### src/rtl/bwo_pkg.sv
package bwo_pkg;
  typedef enum logic {
    REF_ZERO   = 1'b0,
    REF_PERIOD = 1'b1
  } ref_sel_e;

  localparam int DEF_CNT_W = 16;
endpackage

### src/rtl/bwo_shadow_regs.sv
// Shadow/active pair for the window length, plus the offset shadow.
// The offset's active copy is the down-counter itself (see bwo_offset_counter).
module bwo_shadow_regs #(
  parameter int CNT_W = bwo_pkg::DEF_CNT_W
) (
  input  logic             clk,
  input  logic             rst,
  input  logic             ref_hit,
  input  logic             off_wr,
  input  logic [CNT_W-1:0] off_wdata,
  input  logic             len_wr,
  input  logic [CNT_W-1:0] len_wdata,
  output logic [CNT_W-1:0] sh_off,
  output logic [CNT_W-1:0] act_len
);
  logic [CNT_W-1:0] sh_len;

  always_ff @(posedge clk) begin
    if (rst) begin
      sh_off  <= '0;
      sh_len  <= '0;
      act_len <= '0;
    end else begin
      if (off_wr) sh_off <= off_wdata;
      if (len_wr) sh_len <= len_wdata;
      if (ref_hit) act_len <= sh_len;
    end
  end
endmodule

### src/rtl/bwo_offset_counter.sv
// Offset down-counter: loads at the reference, counts to zero, then holds.
// 'armed' makes sure each load produces at most one expiry pulse.
module bwo_offset_counter #(
  parameter int CNT_W = bwo_pkg::DEF_CNT_W
) (
  input  logic             clk,
  input  logic             rst,
  input  logic             ref_hit,
  input  logic [CNT_W-1:0] load_val,
  output logic [CNT_W-1:0] cnt,
  output logic             expire
);
  localparam logic [CNT_W-1:0] ONE = CNT_W'(1);

  logic armed;

  assign expire = armed && (cnt == '0);

  always_ff @(posedge clk) begin
    if (rst) begin
      cnt   <= '0;
      armed <= 1'b0;
    end else if (ref_hit) begin
      cnt   <= load_val;
      armed <= 1'b1;
    end else if (armed) begin
      if (cnt == '0) armed <= 1'b0;
      else           cnt   <= cnt - ONE;
    end
  end
endmodule

### src/rtl/bwo_window_gen.sv
// Window generator: each expiry (re)starts the length count from the full value.
module bwo_window_gen #(
  parameter int CNT_W = bwo_pkg::DEF_CNT_W
) (
  input  logic             clk,
  input  logic             rst,
  input  logic             expire,
  input  logic [CNT_W-1:0] len,
  output logic             blank,
  output logic [CNT_W-1:0] win_cnt
);
  localparam logic [CNT_W-1:0] ONE = CNT_W'(1);

  always_ff @(posedge clk) begin
    if (rst) begin
      blank   <= 1'b0;
      win_cnt <= '0;
    end else if (expire) begin
      blank   <= (len != '0);
      win_cnt <= len;
    end else if (blank) begin
      if (win_cnt == ONE) blank <= 1'b0;
      win_cnt <= win_cnt - ONE;
    end
  end
endmodule

### src/rtl/blank_offset_timer.sv
module blank_offset_timer
  import bwo_pkg::*;
#(
  parameter int CNT_W = DEF_CNT_W
) (
  input  logic             clk,
  input  logic             rst,
  input  logic             ref_sel,
  input  logic             tb_zero,
  input  logic             tb_prd,
  input  logic             dbg_halt,
  input  logic             off_wr,
  input  logic [CNT_W-1:0] off_wdata,
  input  logic             len_wr,
  input  logic [CNT_W-1:0] len_wdata,
  output logic [CNT_W-1:0] offset_cnt,
  output logic             blank_out
);
  logic             ref_hit;
  logic [CNT_W-1:0] sh_off;
  logic [CNT_W-1:0] act_len;
  logic             expire;
  logic [CNT_W-1:0] win_cnt;
  logic             unused_halt;

  // The offset count runs on regardless of a debug halt.
  assign unused_halt = dbg_halt;

  assign ref_hit = (ref_sel_e'(ref_sel) == REF_PERIOD) ? tb_prd : tb_zero;

  bwo_shadow_regs #(.CNT_W(CNT_W)) u_regs (
    .clk       (clk),
    .rst       (rst),
    .ref_hit   (ref_hit),
    .off_wr    (off_wr),
    .off_wdata (off_wdata),
    .len_wr    (len_wr),
    .len_wdata (len_wdata),
    .sh_off    (sh_off),
    .act_len   (act_len)
  );

  bwo_offset_counter #(.CNT_W(CNT_W)) u_offset (
    .clk      (clk),
    .rst      (rst),
    .ref_hit  (ref_hit),
    .load_val (sh_off),
    .cnt      (offset_cnt),
    .expire   (expire)
  );

  bwo_window_gen #(.CNT_W(CNT_W)) u_window (
    .clk     (clk),
    .rst     (rst),
    .expire  (expire),
    .len     (act_len),
    .blank   (blank_out),
    .win_cnt (win_cnt)
  );
endmodule

### config.mk
export PLATFORM = sky130hd
export DESIGN_NAME = blank_offset_timer
export DESIGN_NICKNAME = d
export VERILOG_FILES = /design/src/rtl/bwo_pkg.sv /design/src/rtl/bwo_shadow_regs.sv /design/src/rtl/bwo_offset_counter.sv /design/src/rtl/bwo_window_gen.sv /design/src/rtl/blank_offset_timer.sv
export SDC_FILE = /design/constraint.sdc
export NUM_CORES = 1
export LEC_CHECK = 0
export BUFFER_PORTS_ARGS = -buffer_cell sky130_fd_sc_hd__buf_4
export CORE_UTILIZATION = 50
export CTS_BUF_LIST = sky130_fd_sc_hd__clkbuf_4 sky130_fd_sc_hd__clkbuf_8 sky130_fd_sc_hd__clkbuf_16
export DETAILED_ROUTE_END_ITERATION = 8
export GPL_TIMING_DRIVEN = 0
export PLACE_DENSITY_LB_ADDON = 0.3
export SLEW_MARGIN = 20
export SYNTH_ARGS = -nofsm -noshare
export SYNTH_HDL_FRONTEND = slang
export SYNTH_SLANG_ARGS = --single-unit
### constraint.sdc
create_clock -name clk -period 2.1 [get_ports clk]
set_input_delay 0.315 -clock clk [delete_from_list [all_inputs] [get_ports clk]]
set_output_delay 0.315 -clock clk [all_outputs]
set_load 0.005 [all_outputs]
==> results.toml, run 1 <==
[drt]
drtIter0Drc = 281
wl_mm = 8.63
drc = 0
routed_via_density = 5.69
wl_per_cell_um = 14.8
antenna_left = 0
first_pass_iters = 4
vias = 3325

[grt]
gr-total-overflow = 0
grt_pass1_wl_mm = 14.4
first_global_vias = 2930
grt_max_degree = 17
grt_usage_pct = 24.3
antenna_found_initial = 0

[critical_path]
reg2reg_depth = 5
r2r_setup_slack_ps = 40
slowest_stage = "or4b_1"
critPathBufInv = 1
timing.rr.end = "u_offset.cnt[9]"
crit_fanout = 9
crit_path_cell_trace = "clkbuf_4 > or3b_4 > or3_4 > or4b_1 > a31oi_1"
crit_type = "reg2reg"
cp-start-kind = "flip-flop"
max_stage_delay_ps = 480
critPathCaptureType = "flip-flop"
crit_family = "simple AND/OR/NAND/NOR gates"
cp.arrival_ps = 2340
r2r_start = "u_offset.armed"
cp_data_required_time_ps = 2390

[worst_hold_path]
holdPathStages = 3
min_from = "off_wdata[4]"
min_to = "u_regs.sh_off[4]"
hold_class = "in2reg"

[yosys]
yosys.area.top_type_share_pct = 45.0
synth.largest_area_cell = "dfxtp_1"
synth_top_family_by_area = "simple AND/OR/NAND/NOR gates"
synth_fa_ha_area_share_pct = 1.03
synthMuxAreaShare_pct = 9.37
syn_nets = 462
synth_cell_types = 39
synth_commonest_cells = "82 x dfxtp_1, 41 x nor2_1, 40 x nand2_1"
synth_simple_gate_area_share_pct = 21.9
synth.most_common_cell = "dfxtp_1"
synth_area_leaders = "dfxtp_1 45%, mux2i_1 9.1%, a21oi_1 4.3%, nor2_1 4.2%, nand2_1 4.1%"
synth_enable_flop_cells = 0
synth_area_um2 = 3640
avgSynthCellArea_um2 = 8.70
yosysWarnings = 0
syn_inst = 419
ys_ff_latch = 82
synth_xor_area_share_pct = 2.88
async_reset_ff_share_pct = 0
synth_seq_area_share_pct = 45.0
synth_flop_cell = "dfxtp_1"
synth_compound_area_share_pct = 15.9

[timing]
drv_slew = 0
slew_headroom_pct = 53.5
rsz0062_at_grt = "yes"
worst_slew_pin_slew_ps = 697
max_freq_mhz = 486
period_minus_slack_ps = 2060
fin_skew_ps = 7.39
finalCritPeriodShare_pct = 97.9
hold_viol_final = 0
finalSetupViolations = 0

[cells_and_area]
fin_nets = 526
diodes = 0
area_growth_pct = 23.3
final_layout_size_suffix_gt1_share_pct = 19.9
postLayoutCellArea_um2 = 4490
nFillCells = 598

[place]
place_congestion = 0.856
dp_hpwl_mm = 6.22
io_buffers = 52
place_area_um2 = 4160

[die]
core_area_um2 = 6910
die_w_um = 87.4
die_area_um2 = 7640
floorplan.initialDensity_pct = 52.8
placementRows = 30
num_io_pins = 57
die_y_um = 87.4

[power_and_ir_drop]
power.total_uw = 3710
power_density_nw_per_um2 = 825
leakagePower_uw = 0.00175
ir_worst_vdd_mv = 0.538

[run]
drv_cap = 0

[clock_tree]
cts-root-buf = "clkbuf_8"
clockBufferDepth = 2
clk_pin_slew_ps = 90
cts_max_level = 3
cts.sinks = 82
cts_tree = "yes"
cts_buffers = 9
insertion_delay_ps = 360

[run_status]
status = "completed"
[sequential cells by signal (all words and copies together), names as in the netlist]
signal,count
u_offset.cnt,16
u_window.win_cnt,16
u_regs.sh_len,16
u_regs.act_len,16
u_offset.armed,1
u_window.blank,1
u_regs.sh_off,16
[kinds of logic after synthesis]
kind of cell,after synthesis
buffers and inverters,37
AND/OR/NAND/NOR,156
adder cells (fa/ha/maj),3
multiplexers,34
XOR/XNOR,12
flip-flops,82
AO/OA/AOI/OAI,95
[layout make-up]
type	count	area (um^2)	area share, %
buffer	27	109	2.42
clock inverter	7	106	2.37
tap	96	120	2.67
inverter	10	37.5	0.835
timing repair buffer	53	398	8.85
multi-input combinational	300	1950	43.5
sequential	82	1650	36.6
clock buffer	9	124	2.76
[power by group]
group	total [uW]	leakage (uW)	internal [uW]	switching, uW
Clock	1320	0.000117	693	631
Sequential	1760	0.000673	1650	105
Combinational	626	0.000961	284	342
[through the flow]
step	setup TNS [ps]	util [%]	setup slack, ps	instances	hold slack (ps)
after floorplan	0	-	127	419	436
after global placement	-1500	60.2	-195	567	456
after detailed placement	-1590	60.2	-208	567	456
after CTS	0	63.8	10.4	583	184
after global routing	-75.5	65.1	-34.7	584	179
final	0	65.1	43.3	584	188
[how the worst max path moves through the flow]
stage	cells past startpoint	from	slack, ps	endpoint
after floorplan	4	u_offset.cnt[2]	130	u_offset.cnt[8]
after global placement	6	u_offset.cnt[2]	-200	u_window.win_cnt[7]
after detailed placement	6	u_offset.cnt[2]	-210	u_window.win_cnt[6]
after CTS	5	u_offset.armed	10	u_offset.cnt[9]
after global routing	4	u_offset.cnt[7]	-30	u_offset.cnt[15]
final	5	u_offset.armed	40	u_offset.cnt[9]
[worst min-delay path, stage by stage]
cell     delay, ps
buf_4           80
mux2i_1         50
nor2_1          70
[timing repair]
item	4_1_cts	5_1_grt
endpoints found under the setup margin	14	20
gates cloned	0	0
pin swaps	0	2
setup buffers	0	1
hold buffers	0	0
resized for setup	5	20
[per-layer routing]
layer | GRT usage [%] | vias up | part of all wire [%]
met3 | 6.64 | 7 | 5.0
met2 | 34.0 | 93 | 43
met1 | 36.4 | 1550 | 51
met4 | 6.11 | 0 | 1.0
li1 | - | 1675 | -
met5 | 0 | - | 0
[placed cells by master (no fill, tap or decap), types with 9 or more instances in the layout]
master / n
mux2i_1: 33
a31oi_1: 12
dfxtp_1: 80
nor3_1: 14
inv_1: 10
or3_1: 9
o21ai_0: 21
clkbuf_1: 21
o31ai_1: 11
nor2_1: 41
clkbuf_8: 9
a21oi_1: 31
nand2_1: 39
buf_4: 53
No activity file was read; power rests on OpenSTA's default activity.
==> inputs of run 2 (changes only) <==
BUFFER_PORTS_ARGS = not set   (was -buffer_cell sky130_fd_sc_hd__buf_4)
DONT_BUFFER_PORTS = 1   (was not set)
clock period = 2.59 ns   (was 2.1 ns; I/O delays follow)
==> results.toml, run 2 (same netlist as run 1, synthesis figures left out) <==
[run_status]
status = "completed"

[timing]
worst_slack_ps = 288
fin_tns_setup_ps = 0
max_freq_mhz = 434
worst_slew_pin_slew_ps = 1070
finalSetupViolations = 0
drv_slew = 0
fin_skew_ps = 9.72
slew_headroom_pct = 27.9
finalCritPeriodShare_pct = 88.9
period_minus_slack_ps = 2300
hold_viol_final = 0
rsz0062_at_grt = "no"

[grt]
grt_max_degree = 17
first_global_vias = 2842
grt_pass1_wl_mm = 13.8
antenna_found_initial = 0
gr-total-overflow = 0
grt_usage_pct = 23.4

[clock_tree]
cts.sinks = 82
cts_buffers = 9
clk_pin_slew_ps = 90
cts_max_level = 3
post-cts-setup-buffers = 0
cts_tree = "yes"
holdBufCountCts = 0
cts-root-buf = "clkbuf_8"
cts.repair.resized = 0
insertion_delay_ps = 350
clockBufferDepth = 2

[power_and_ir_drop]
leakagePower_uw = 0.00145
power_density_nw_per_um2 = 702
ir_worst_vdd_mv = 0.425

[drt]
routed_via_density = 5.86
wl_met1_mm = 4.19
vias = 3110
wl_per_cell_um = 15.8
antenna_left = 0
route.met3.wl_um = 466
wl_mm = 8.40
drtIter0Drc = 267
drc = 0
first_pass_iters = 5
top_layer = "met4"
dr_wl_met2_mm = 3.64

[critical_path]
cp.arrival_ps = 2580
critPathCaptureType = "flip-flop"
crit_fanout = 8
cp-start-kind = "flip-flop"
cp_data_required_time_ps = 2870
crit_type = "reg2reg"

[die]
placementRows = 30
num_io_pins = 57
die_y_um = 87.4
core_area_um2 = 6910
floorplan.initialDensity_pct = 52.8
die_w_um = 87.4
die_area_um2 = 7640

[cells_and_area]
final_layout_size_suffix_gt1_share_pct = 6.67
nFillCells = 648
fin_nets = 473
final_common_cell = "dfxtp_1"
diodes = 0
area_growth_pct = 9.30
final_core_util_pct = 57.7
final_cell_mix = "82 x dfxtp_1, 41 x nor2_1, 40 x nand2_1"

[place]
dp_hpwl_mm = 6.21
place_ws_ps = 209
place_congestion = 0.820
io_buffers = 0

[run]
drv_cap = 0

[worst_hold_path]
hold_class = "in2reg"
## run 2: per-layer routing
layer	GRT usage, %	up-vias
li1	-	1570
met1	34.2	1452
met2	33.7	79
met3	5.21	9
met4	8.49	0
met5	0	-
## run 2: power by group
group / internal, uW / switching [uW]
logic: 158 / 246
clock network: 463 / 507
registers: 1340 / 84.4
total: 1960 / 837
## run 2: worst paths after layout
path | startpoint | endpoint | slack [ps] | depth (start not counted)
setup / recovery | u_offset.cnt[12] | u_offset.cnt[3] | 290 | 4
hold reg to reg | u_regs.sh_len[7] | u_regs.act_len[7] | 460 | 2
hold / removal | len_wdata[10] | u_regs.sh_len[10] | 180 | 2
setup reg to reg | u_offset.cnt[12] | u_offset.cnt[3] | 290 | 4
## run 2: critical path, cell delays in order (launching register included)
cell and delay, ps:
dfxtp_1 400, nor4_1 930, nand4_1 420, a31o_2 350, a31oi_1 140
## run 2: cell type report
cell class                 count  area, um^2  share of cell area (%)
sequential                    82        1640                    41.2
clock buffer                   9         124                    3.11
clock inverter                 7        82.6                    2.07
buffer                        27         103                    2.58
inverter                      10        37.5                   0.942
multi-input combinational    300        1880                    47.1
tap                           96         120                    3.02
## run 2: metrics by stage
stage,power (uW),std cells,hold slack (ps),instance area (um^2)
3_5_place_dp,1840,515,448,3760
5_1_grt,2930,531,170,3980
2_1_floorplan,1740,419,436,3640
4_1_cts,2800,531,175,3970
3_3_place_gp,1830,515,452,3760
6_report,2800,531,183,3980
